File: config.mk
export PLATFORM = sky130hd
export DESIGN_NAME = lru_age_tracker
export DESIGN_NICKNAME = d
export VERILOG_FILES = /design/src/rtl/lru_age_pkg.sv /design/src/rtl/lru_age_update.sv /design/src/rtl/lru_victim_pick.sv /design/src/rtl/lru_age_tracker.sv
export SDC_FILE = /design/constraint.sdc
export NUM_CORES = 2
export LEC_CHECK = 0
export BUFFER_PORTS_ARGS = -buffer_cell sky130_fd_sc_hd__buf_4
export CELL_PAD_IN_SITES_DETAIL_PLACEMENT = 1
export CELL_PAD_IN_SITES_GLOBAL_PLACEMENT = 1
export CORE_AREA = 4 4 426 428
export CTS_CLUSTER_DIAMETER = 50
export DETAILED_ROUTE_END_ITERATION = 8
export DIE_AREA = 0 0 430 432
export PLACE_DENSITY_LB_ADDON = 0.1
export RECOVER_POWER = 100
export SETUP_SLACK_MARGIN = 0.2
export SYNTH_ARGS = -nofsm -noshare
export SYNTH_HDL_FRONTEND = slang
export SYNTH_SLANG_ARGS = --single-unit
File: constraint.sdc
create_clock -name clk -period 5.2 [get_ports clk]
set_clock_uncertainty 0.1 [all_clocks]
set_input_delay 0.52 -clock clk [delete_from_list [all_inputs] [get_ports clk]]
set_output_delay 0.52 -clock clk [all_outputs]
set_load 0.03 [all_outputs]
File: src/rtl/lru_age_pkg.sv
package lru_age_pkg;
   // index width for a count of n items, never below one bit
   function automatic int idx_bits(input int n);
      int b;
      b = 1;
      while ((1 << b) < n) b++;
      return b;
   endfunction
endpackage

File: src/rtl/lru_age_update.sv
module lru_age_update #(
   parameter int NUM_WAYS = 4,
   parameter int WAY_W    = 2
) (
   input  logic [NUM_WAYS-1:0][WAY_W-1:0] ages_in,
   input  logic [WAY_W-1:0]               way_sel,
   output logic [NUM_WAYS-1:0][WAY_W-1:0] ages_out
);
   logic [WAY_W-1:0] sel_age;
   assign sel_age = ages_in[way_sel];

   for (genvar w = 0; w < NUM_WAYS; w++) begin : g_way
      always_comb begin
         if (way_sel == WAY_W'(w))
            ages_out[w] = '0;
         else if (ages_in[w] < sel_age)
            ages_out[w] = ages_in[w] + WAY_W'(1);
         else
            ages_out[w] = ages_in[w];
      end
   end
endmodule

File: src/rtl/lru_victim_pick.sv
module lru_victim_pick #(
   parameter int NUM_WAYS = 4,
   parameter int WAY_W    = 2
) (
   input  logic [NUM_WAYS-1:0][WAY_W-1:0] ages,
   input  logic [NUM_WAYS-1:0]            full,
   output logic [WAY_W-1:0]               victim,
   output logic                           free
);
   logic [WAY_W-1:0] empty_way;
   logic [WAY_W-1:0] oldest_way;

   always_comb begin
      free      = 1'b0;
      empty_way = '0;
      for (int w = NUM_WAYS - 1; w >= 0; w--) begin
         if (!full[w]) begin
            free      = 1'b1;
            empty_way = WAY_W'(w);
         end
      end
   end

   if (NUM_WAYS == 2) begin : g_two
      // ages are {0,1}: way 1 is the oldest exactly when its age is 1
      assign oldest_way = ages[1][0];
   end else begin : g_many
      always_comb begin
         oldest_way = '0;
         for (int w = 0; w < NUM_WAYS; w++)
            if (ages[w] == WAY_W'(NUM_WAYS - 1)) oldest_way = WAY_W'(w);
      end
   end

   assign victim = free ? empty_way : oldest_way;
endmodule

File: src/rtl/lru_age_tracker.sv
module lru_age_tracker #(
   parameter int NUM_SETS = 128,
   parameter int NUM_WAYS = 4,
   localparam int SET_W   = lru_age_pkg::idx_bits(NUM_SETS),
   localparam int WAY_W   = lru_age_pkg::idx_bits(NUM_WAYS)
) (
   input  logic             clk,
   input  logic             rst_n,
   input  logic             touch_vld,
   input  logic             touch_fill,
   input  logic [SET_W-1:0] touch_set,
   input  logic [WAY_W-1:0] touch_way,
   input  logic [SET_W-1:0] look_set,
   output logic [WAY_W-1:0] victim_way,
   output logic             free_avail
);
   if (NUM_WAYS < 2) begin : g_bad_ways
      $error("lru_age_tracker: NUM_WAYS must be at least 2");
   end
   if (NUM_SETS < 1) begin : g_bad_sets
      $error("lru_age_tracker: NUM_SETS must be at least 1");
   end

   typedef logic [NUM_WAYS-1:0][WAY_W-1:0] age_row_t;

   age_row_t            age_rows  [NUM_SETS];
   logic [NUM_WAYS-1:0] full_rows [NUM_SETS];
   age_row_t            cur_ages;
   age_row_t            next_ages;

   assign cur_ages = age_rows[touch_set];

   lru_age_update #(.NUM_WAYS(NUM_WAYS), .WAY_W(WAY_W)) u_update (
      .ages_in  (cur_ages),
      .way_sel  (touch_way),
      .ages_out (next_ages)
   );

   for (genvar s = 0; s < NUM_SETS; s++) begin : g_set
      age_row_t            row_age;
      logic [NUM_WAYS-1:0] row_full;
      logic                hit_here;
      assign hit_here = touch_vld && (touch_set == SET_W'(s));

      always_ff @(posedge clk) begin
         if (!rst_n) begin
            for (int w = 0; w < NUM_WAYS; w++) row_age[w] <= WAY_W'(w);
            row_full <= '0;
         end else if (hit_here) begin
            row_age <= next_ages;
            if (touch_fill) row_full[touch_way] <= 1'b1;
         end
      end

      assign age_rows[s]  = row_age;
      assign full_rows[s] = row_full;
   end

   lru_victim_pick #(.NUM_WAYS(NUM_WAYS), .WAY_W(WAY_W)) u_pick (
      .ages   (age_rows[look_set]),
      .full   (full_rows[look_set]),
      .victim (victim_way),
      .free   (free_avail)
   );

   // ---------------- assertions ----------------
   logic [SET_W-1:0] chk_set_q;
   logic [WAY_W-1:0] chk_way_q;
   always_ff @(posedge clk) begin
      if (touch_vld) begin
         chk_set_q <= touch_set;
         chk_way_q <= touch_way;
      end
   end

   AST_TOUCH_CLEARS: assert property (@(posedge clk) disable iff (!rst_n)
      touch_vld |=> age_rows[chk_set_q][chk_way_q] == '0);

   AST_FILL_MARKS: assert property (@(posedge clk) disable iff (!rst_n)
      (touch_vld && touch_fill) |=> full_rows[chk_set_q][chk_way_q]);

   for (genvar w = 0; w < NUM_WAYS; w++) begin : g_chk
      AST_YOUNGER_STEP: assert property (@(posedge clk) disable iff (!rst_n)
         (touch_vld && touch_way != WAY_W'(w) && cur_ages[w] < cur_ages[touch_way])
         |=> age_rows[chk_set_q][w] == WAY_W'($past(cur_ages[w]) + 1));
      AST_OLDER_HOLD: assert property (@(posedge clk) disable iff (!rst_n)
         (touch_vld && touch_way != WAY_W'(w) && cur_ages[w] >= cur_ages[touch_way])
         |=> age_rows[chk_set_q][w] == $past(cur_ages[w]));
   end

   AST_EMPTY_FIRST: assert property (@(posedge clk) disable iff (!rst_n)
      free_avail |-> !full_rows[look_set][victim_way]);

   AST_OLDEST_OUT: assert property (@(posedge clk) disable iff (!rst_n)
      !free_avail |-> age_rows[look_set][victim_way] == WAY_W'(NUM_WAYS - 1));
endmodule

Word level (Yosys, flattened, before mapping)
Cells that the tools add are included.
Widths: inputs -> output; s select.
- div/mod/pow operators: 0
- $mul: 0
- bitwise logic cells: 130
- shifts and indexed selects: 0
- magnitude comparators: 8
- eq/ne operators: 133
- add/subtract/negate cells: 4
- reductions and logical operators: 259
- multiplexer cells: 33
- operators by type and width (operator ; number):
    $or 4x4->4 ; 128
    $eq 7x7->1 const B ; 64
    $reduce_and 2->1 ; 128
    $eq 7x6->1 const B ; 32
    $logic_and 1x1->1 ; 129
    $bmux 8 s7 ; 2
    $eq 7x5->1 const B ; 16
    $eq 7x4->1 const B ; 8
    $mux 2 ; 16
    $mux 8 ; 4
    $bmux 4 s7 ; 1
    $eq 7x3->1 const B ; 4
    $ge 8x8->1 const B ; 2
    $not 7->8 ; 2
    $eq 7x2->1 const B ; 2
    $eq 2x2->1 const B ; 5
    $add 2x1->2 const B ; 4
    $lt 2x2->1 ; 4
    $mux 4 ; 2
    $eq 7x1->1 const B ; 1
    $logic_not 7->1 ; 1
    $mux 1 ; 6
    $bmux 2 s2 ; 1
    $lt 2x3->1 const B ; 1
    4 further kinds ; 4
- bits in read-only memories: 0
- latch bits: 0
- register bits: 1536
- memories: 0
- memory bits (writable): 0
- input bits: 20

Logic depth before layout (Yosys ltp)
- word-level depth: 9
- mapped depth: 22
- depth with buffers taken out: 14

By module
From an unflattened synthesis, not the netlist that was laid out.
- cells, all modules: 8125
- area total of the unflattened synthesis: 74981.9 sq um
- modules (own cells, without submodules) (module ; seq. area each (sq um) ; cells an instance ; area an instance (sq um) ; instances):
    lru_age_tracker ; 30749.5 ; 8081 ; 74605.3 ; 1
    lru_age_update ; 0.0 ; 35 ; 301.5 ; 1
    lru_victim_pick ; 0.0 ; 9 ; 75.1 ; 1

Least setup slack after synthesis
Ideal clock, no wire load.
- path kind: input-to-reg
- start point: input port touch_set[0]
- end point: register g_set[82].row_age (netlist bit age_rows[361])
- stages on the path: 21
- arrival time: 5.150 ns
- path slack: -0.181 ns
- data required time: 4.968 ns
- setup time: 0.132 ns
- buffers on the path: 8
- cell sequence: buf_6 -> buf_6 -> buf_6 -> buf_6 -> buf_2 -> mux4_2 -> mux4_2 -> a22oi_1 -> o211ai_1 -> nor2_1 -> o21ai_0 -> a21oi_1 -> ha_1 -> or2_2 -> a221oi_1 -> xor2_1 -> nand2b_1 -> clkbuf_1 -> clkbuf_1 -> clkbuf_1 -> o21ai_0
- word-level cells in the longest chain between the ends: 9
- elaborated cells on any way between the ends: 12
- those cells by class: add/sub (1); order compare (1); eq/ne (1); mux (7); bitwise (1); reduce/logical (1)
- ends and longest elaborated chain (element ; RTL line ; RTL):
    start: declaration ; lru_age_tracker.sv:11 ; input logic [SET_W-1:0] touch_set,
    $not 7->8 (not written as such) ; lru_age_tracker.sv:31 ; assign cur_ages = age_rows[touch_set];
    $bmux 8 s7 ; lru_age_tracker.sv:31 ;
    $mux 8 (not written as such) (2 in a row) ; lru_age_tracker.sv:31 ;
    $bmux 2 s2 ; lru_age_update.sv:10 ; assign sel_age = ages_in[way_sel];
    $mux 2 (not written as such) ; lru_age_update.sv:10 ;
    $lt 2x2->1 ; lru_age_update.sv:16 ; else if (ages_in[w] < sel_age)
    $mux 2 ; lru_age_update.sv:16 ;
    $mux 2 ; lru_age_update.sv:14 ; if (way_sel == WAY_W'(w))
    end signal: assignment ; lru_age_tracker.sv:50 ; row_age <= next_ages;
    end: declaration ; lru_age_tracker.sv:40 ; age_row_t row_age;
Parallel ways exist; a longest one is shown, timed or not. The select of a mux whose other input is x is not followed.
A chain may end at the register's enable or synchronous reset.

Worst setup path after layout
- start point: input port touch_set[2]
- end point: register g_set[47].row_age (netlist bit age_rows[642])
- word-level cells in the longest chain between the ends: 9
- elaborated cells on any way between the ends: 12
- those cells by class: add/sub (1); order compare (1); eq/ne (1); mux (7); bitwise (1); reduce/logical (1)
- ends and longest elaborated chain (element ; RTL line):
    $not 7->8 (not written as such) ; lru_age_tracker.sv:31
    $bmux 8 s7 ; lru_age_tracker.sv:31
    $mux 8 (not written as such) (2 in a row) ; lru_age_tracker.sv:31
    $bmux 2 s2 ; lru_age_update.sv:10
    $mux 2 (not written as such) ; lru_age_update.sv:10
    $lt 2x2->1 ; lru_age_update.sv:16
    $mux 2 ; lru_age_update.sv:16
    $mux 2 ; lru_age_update.sv:14
    end signal: assignment ; lru_age_tracker.sv:50
    end: declaration ; lru_age_tracker.sv:40
Parallel ways exist; a longest one is shown, timed or not. The select of a mux whose other input is x is not followed.

==> key figures <==
Synth
  – Cell variety after synth: 67
  – Post-synth EDFFs: 0
  – Syn. warnings: 0
  – Top post-synthesis cells by area: dfxtp_1 39%, mux4_2 13%, o211ai_1 6.1%
  – Simple-gate share of the synthesized area: 0.169
  – FF+latch count, synth: 1536
  – Largest family of logic cells by synthesized area: compound AO/OA/AOI/OAI gates
  – Syn nets: ~8900
  – Synth top area share: 0.387
  – Cell Area, Synth: roughly 80000 µm²
  – Post-Synth XOR/XNOR Area: 0.000441
  – Main synth FF type: dfxtp_1
  – Sequential share of the synthesized area: 0.387
  – Fraction of registers with async set/reset: 0
  – Mux cell area share after synthesis: 0.146
  – Mapped Avg Cell Area: 8.92 µm²
  – Synth Area in Adders: 0.000629
  – Mapped Cells: around 9000
  – Compound-Gate Fraction of Synth Area: 0.237
  – Area leader, netlist: dfxtp_1

Floorplanning
  – CORE AREA: about 180000 µm²
  – Initial core utilization: 0.447
  – # rows: 155
  – Io pins: 23
  – Die height: 432 µm
  – Die area: 186000 µm²
  – Chip Width: 430 µm

Timing
  – Slew @ Worst Pin: ~3.1 ns
  – RSZ-0062 raised after global routing: no
  – WHS: between 0.1 and 0.15 ns
  – Setup violators final: between 90 and 100
  – Final hold violation count: 0
  – PnR worst setup slack: -0.114 ns
  – Clock period minus final worst setup slack: around 5.3 ns
  – Final slew viol count: between 800 and 900
  – Max transition margin: -1.04
  – Fmax: ~0.19 GHz
  – Period Utilization, post-route: 1.02

Power
  – Internal: ~22 mW
  – Clock power frac: 0.503
  – Combinational Power Share: 0.102
  – Sequential share of power: 0.395
  – Power Dens Cells: around 330 nW/µm²
  – Sw Ratio: 0.271
  – Worst vdd ir: between 0.3 and 0.4 mV
  – Pleak: between 30 and 40 nW
  – Switching Power: 8.10 mW

Route
  – Routed wire length: between 300 and 400 mm
  – Vias/cell: around 7
  – Starting DRT DRC Count: a little over 9000
  – Drt wl/cell: between 30 and 40 µm
  – Post-route ant nets: 0
  – DRC viols: 0
  – First drt pass iteration count: 8
  – Vias: 76057

Clock tree
  – H-tree levels: 4
  – Worst skew pair latency: ~0.86 ns
  – Clk sink count: around 1500
  – CTS buffer count: between 200 and 250
  – Post-CTS Setup Repair Bufs: 0
  – Clk buf depth: 3
  – CTS root buffer: clkbuf_16
  – CTS tree: built
  – Worst-path clk slew: around 0.05 ns

Critical path
  – Kind of critical path: input port to register
  – WP data arrival: 5.87 ns
  – CP max FO: 24
  – Crit-path leading delay family: buffers and inverters
  – Worst path bufs/invs: 6
  – Slowest-stage cell, CP: clkbuf_2
  – Delay of the slowest critical-path stage: 1.20 ns
  – Worst-path cell chain: clkbuf_2 > clkinv_1 > a221oi_1 > a22oi_1 > buf_4 > nand2_1 > and3_1 > nor3_1 > buf_4 > nor3_4 > buf_2 > clkbuf_2 > o2111ai_1
  – Nature of the critical path endpoint: register
  – Worst EP required: 5.75 ns
  – Startpoint types: input port

Place
  – Count of input and output buffers: 22
  – Place WS: -0.162 ns
  – Routability cong.: 1.02
  – Placed Area: around 84000 µm²
  – Detailed placer's ending HPWL: roughly 230 mm

Global route
  – Remaining Overflow, GRT: 0
  – First-pass GRT wire length: just over 500 mm
  – Vias in the first global route: about 76000
  – Antenna violations before repair: 27
  – GR Util All Layers: 0.369
  – Largest net degree at the start of global routing: approximately 220

Run status
  – Violations in the final reports: max-capacitance violations, max-slew violations, negative setup slack
  – Outcome: complete, but fails checks

Hold path
  – Hold Path Class: input port to register

Flow run
  – Maxcap violations: 9

Cells and area
  – Layout cells sized above 1: 0.164
  – Layout Nets: about 8600
  – Fin area: roughly 91000 µm²
  – Area growth, synth to finish: 14.5%
[timing repair]
| item | CTS | global route |
|---|---|---|
| gates resized for setup | 0 | 0 |
| endpoints found under the hold margin | 16 | 0 |
| hold buffers | 2 | 0 |
[sequential cells by signal, summed over array words and instances, names as in the netlist]
signal	flops
age_rows	1024
g_set.row_full	512
[kinds of logic (layout without fill, tap and decap cells)]
kind of cell | count (synthesis) | after routing
buffers and inverters | 1160 | 1010
muxes | 578 | 578
other | 0 | 17
and+or+nand+nor | 3165 | 3165
xor gates and xnor gates | 4 | 4
DFF | 1536 | 1536
adders and majority gates | 4 | 4
AOI/OAI and AO/OA | 2472 | 2472
[power by group through the flow]
stage / Combinational (mW) / Sequential (mW) / Clock, mW
finish: 3.05 / 11.8 / 15.0
global route: 3.12 / 11.8 / 15.7
CTS: 2.99 / 11.8 / 15.2
detailed placement: 2.98 / 12.1 / 0
global placement: 2.96 / 12.1 / 0
floorplan: 1.60 / 12.1 / 0
[worst paths after layout]
kind,from,to,slack (ns),cells past startpoint
setup / recovery,touch_set[2],age_rows[642],-0.11,13
hold / removal,touch_way[1],g_set[77].row_full[0],0.12,4
setup reg to reg,age_rows[581],age_rows[624],0.47,17
hold reg to reg,g_set[53].row_full[3],g_set[53].row_full[3],0.36,1
[per-layer routing]
layer / vias up / wire (µm) / track usage
met5: - / 131 / 0.00130
met4: 18 / 21100 / 0.195
met3: 905 / 32000 / 0.0815
met2: 3564 / 153000 / 0.557
met1: 39002 / 145000 / 0.495
li1: 32568 / - / -
[synth_stat cells, drive strengths merged (42+ instances only)]
| cell type | n |
|---|---|
| mux2i | 98 |
| o21a | 509 |
| clkbuf | 840 |
| a211oi | 56 |
| o2111ai | 223 |
| or3 | 210 |
| dfxtp | 1536 |
| buf | 308 |
| nand2 | 1290 |
| o211ai | 646 |
| nor2 | 991 |
| o311ai | 258 |
| a311o | 87 |
| a211o | 81 |
| and3 | 48 |
| o21ai | 268 |
| mux4 | 466 |
| a22oi | 42 |
| nand3 | 545 |
| a21oi | 48 |
| o31ai | 131 |
[placed cells by master (no fill, tap or decap), drive strengths merged, types with 16 or more instances in the layout]
master,synthesis,final
a21oi,48,48
buf,308,561
a211o,81,81
dfxtp,1536,1536
nor3,17,17
and2,19,19
clkbuf,840,333
diode,0,17
nor2,991,991
bufinv,0,26
o211ai,646,646
a22oi,42,42
o2111ai,223,223
a211oi,56,56
and3,48,48
a311o,87,87
clkinv,4,47
mux2i,98,98
o21a,509,509
o31ai,131,131
nand3,545,545
or3,210,210
inv,8,23
o221ai,16,16
o21ai,268,268
a221oi,20,20
clkinvlp,0,18
mux4,466,466
nand2,1290,1290
o311ai,258,258
o211a,41,41
[metrics by stage]
step | cells | util | setup TNS, ns | total power, mW
6_report | 11141 | 0.512 | -3.70 | 29.9
5_1_grt | 11131 | 0.512 | 0 | 30.7
4_1_cts | 11124 | 0.514 | 0 | 30.0
3_5_place_dp | 10742 | 0.474 | -22.82 | 15.1
3_3_place_gp | 10742 | 0.474 | -4.44 | 15.0
2_1_floorplan | 8919 | - | 0 | 13.7
[area by class of cell]
type / instances / area (µm²)
Tap cell: 2355 / 2950
Inverter: 12 / 48.8
Clock inverter: 102 / 1360
Antenna cell: 17 / 42.5
Timing Repair Buffer: 618 / 5880
Fill cell: 19670 / 86800
Clock buffer: 278 / 5870
Sequential cell: 1536 / 30700
Multi-Input combinational cell: 6223 / 44200
[worst reg2reg max path, cell delays in order (launching register included)]
cell and delay (ns):
dfxtp_1 0.32, mux4_2 0.49, mux4_2 0.62, mux2_2 0.40, o22ai_1 0.13, a221oi_1 0.10
mux2i_1 0.21, nor2_1 0.07, a21oi_2 0.10, buf_4 0.15, ha_4 0.21, or2_2 0.29
a221oi_1 0.36, buf_4 0.20, nor2_4 0.06, buf_4 0.38, o211ai_1 0.28, o211ai_1 0.13
(Power assumes the default switching activity.)
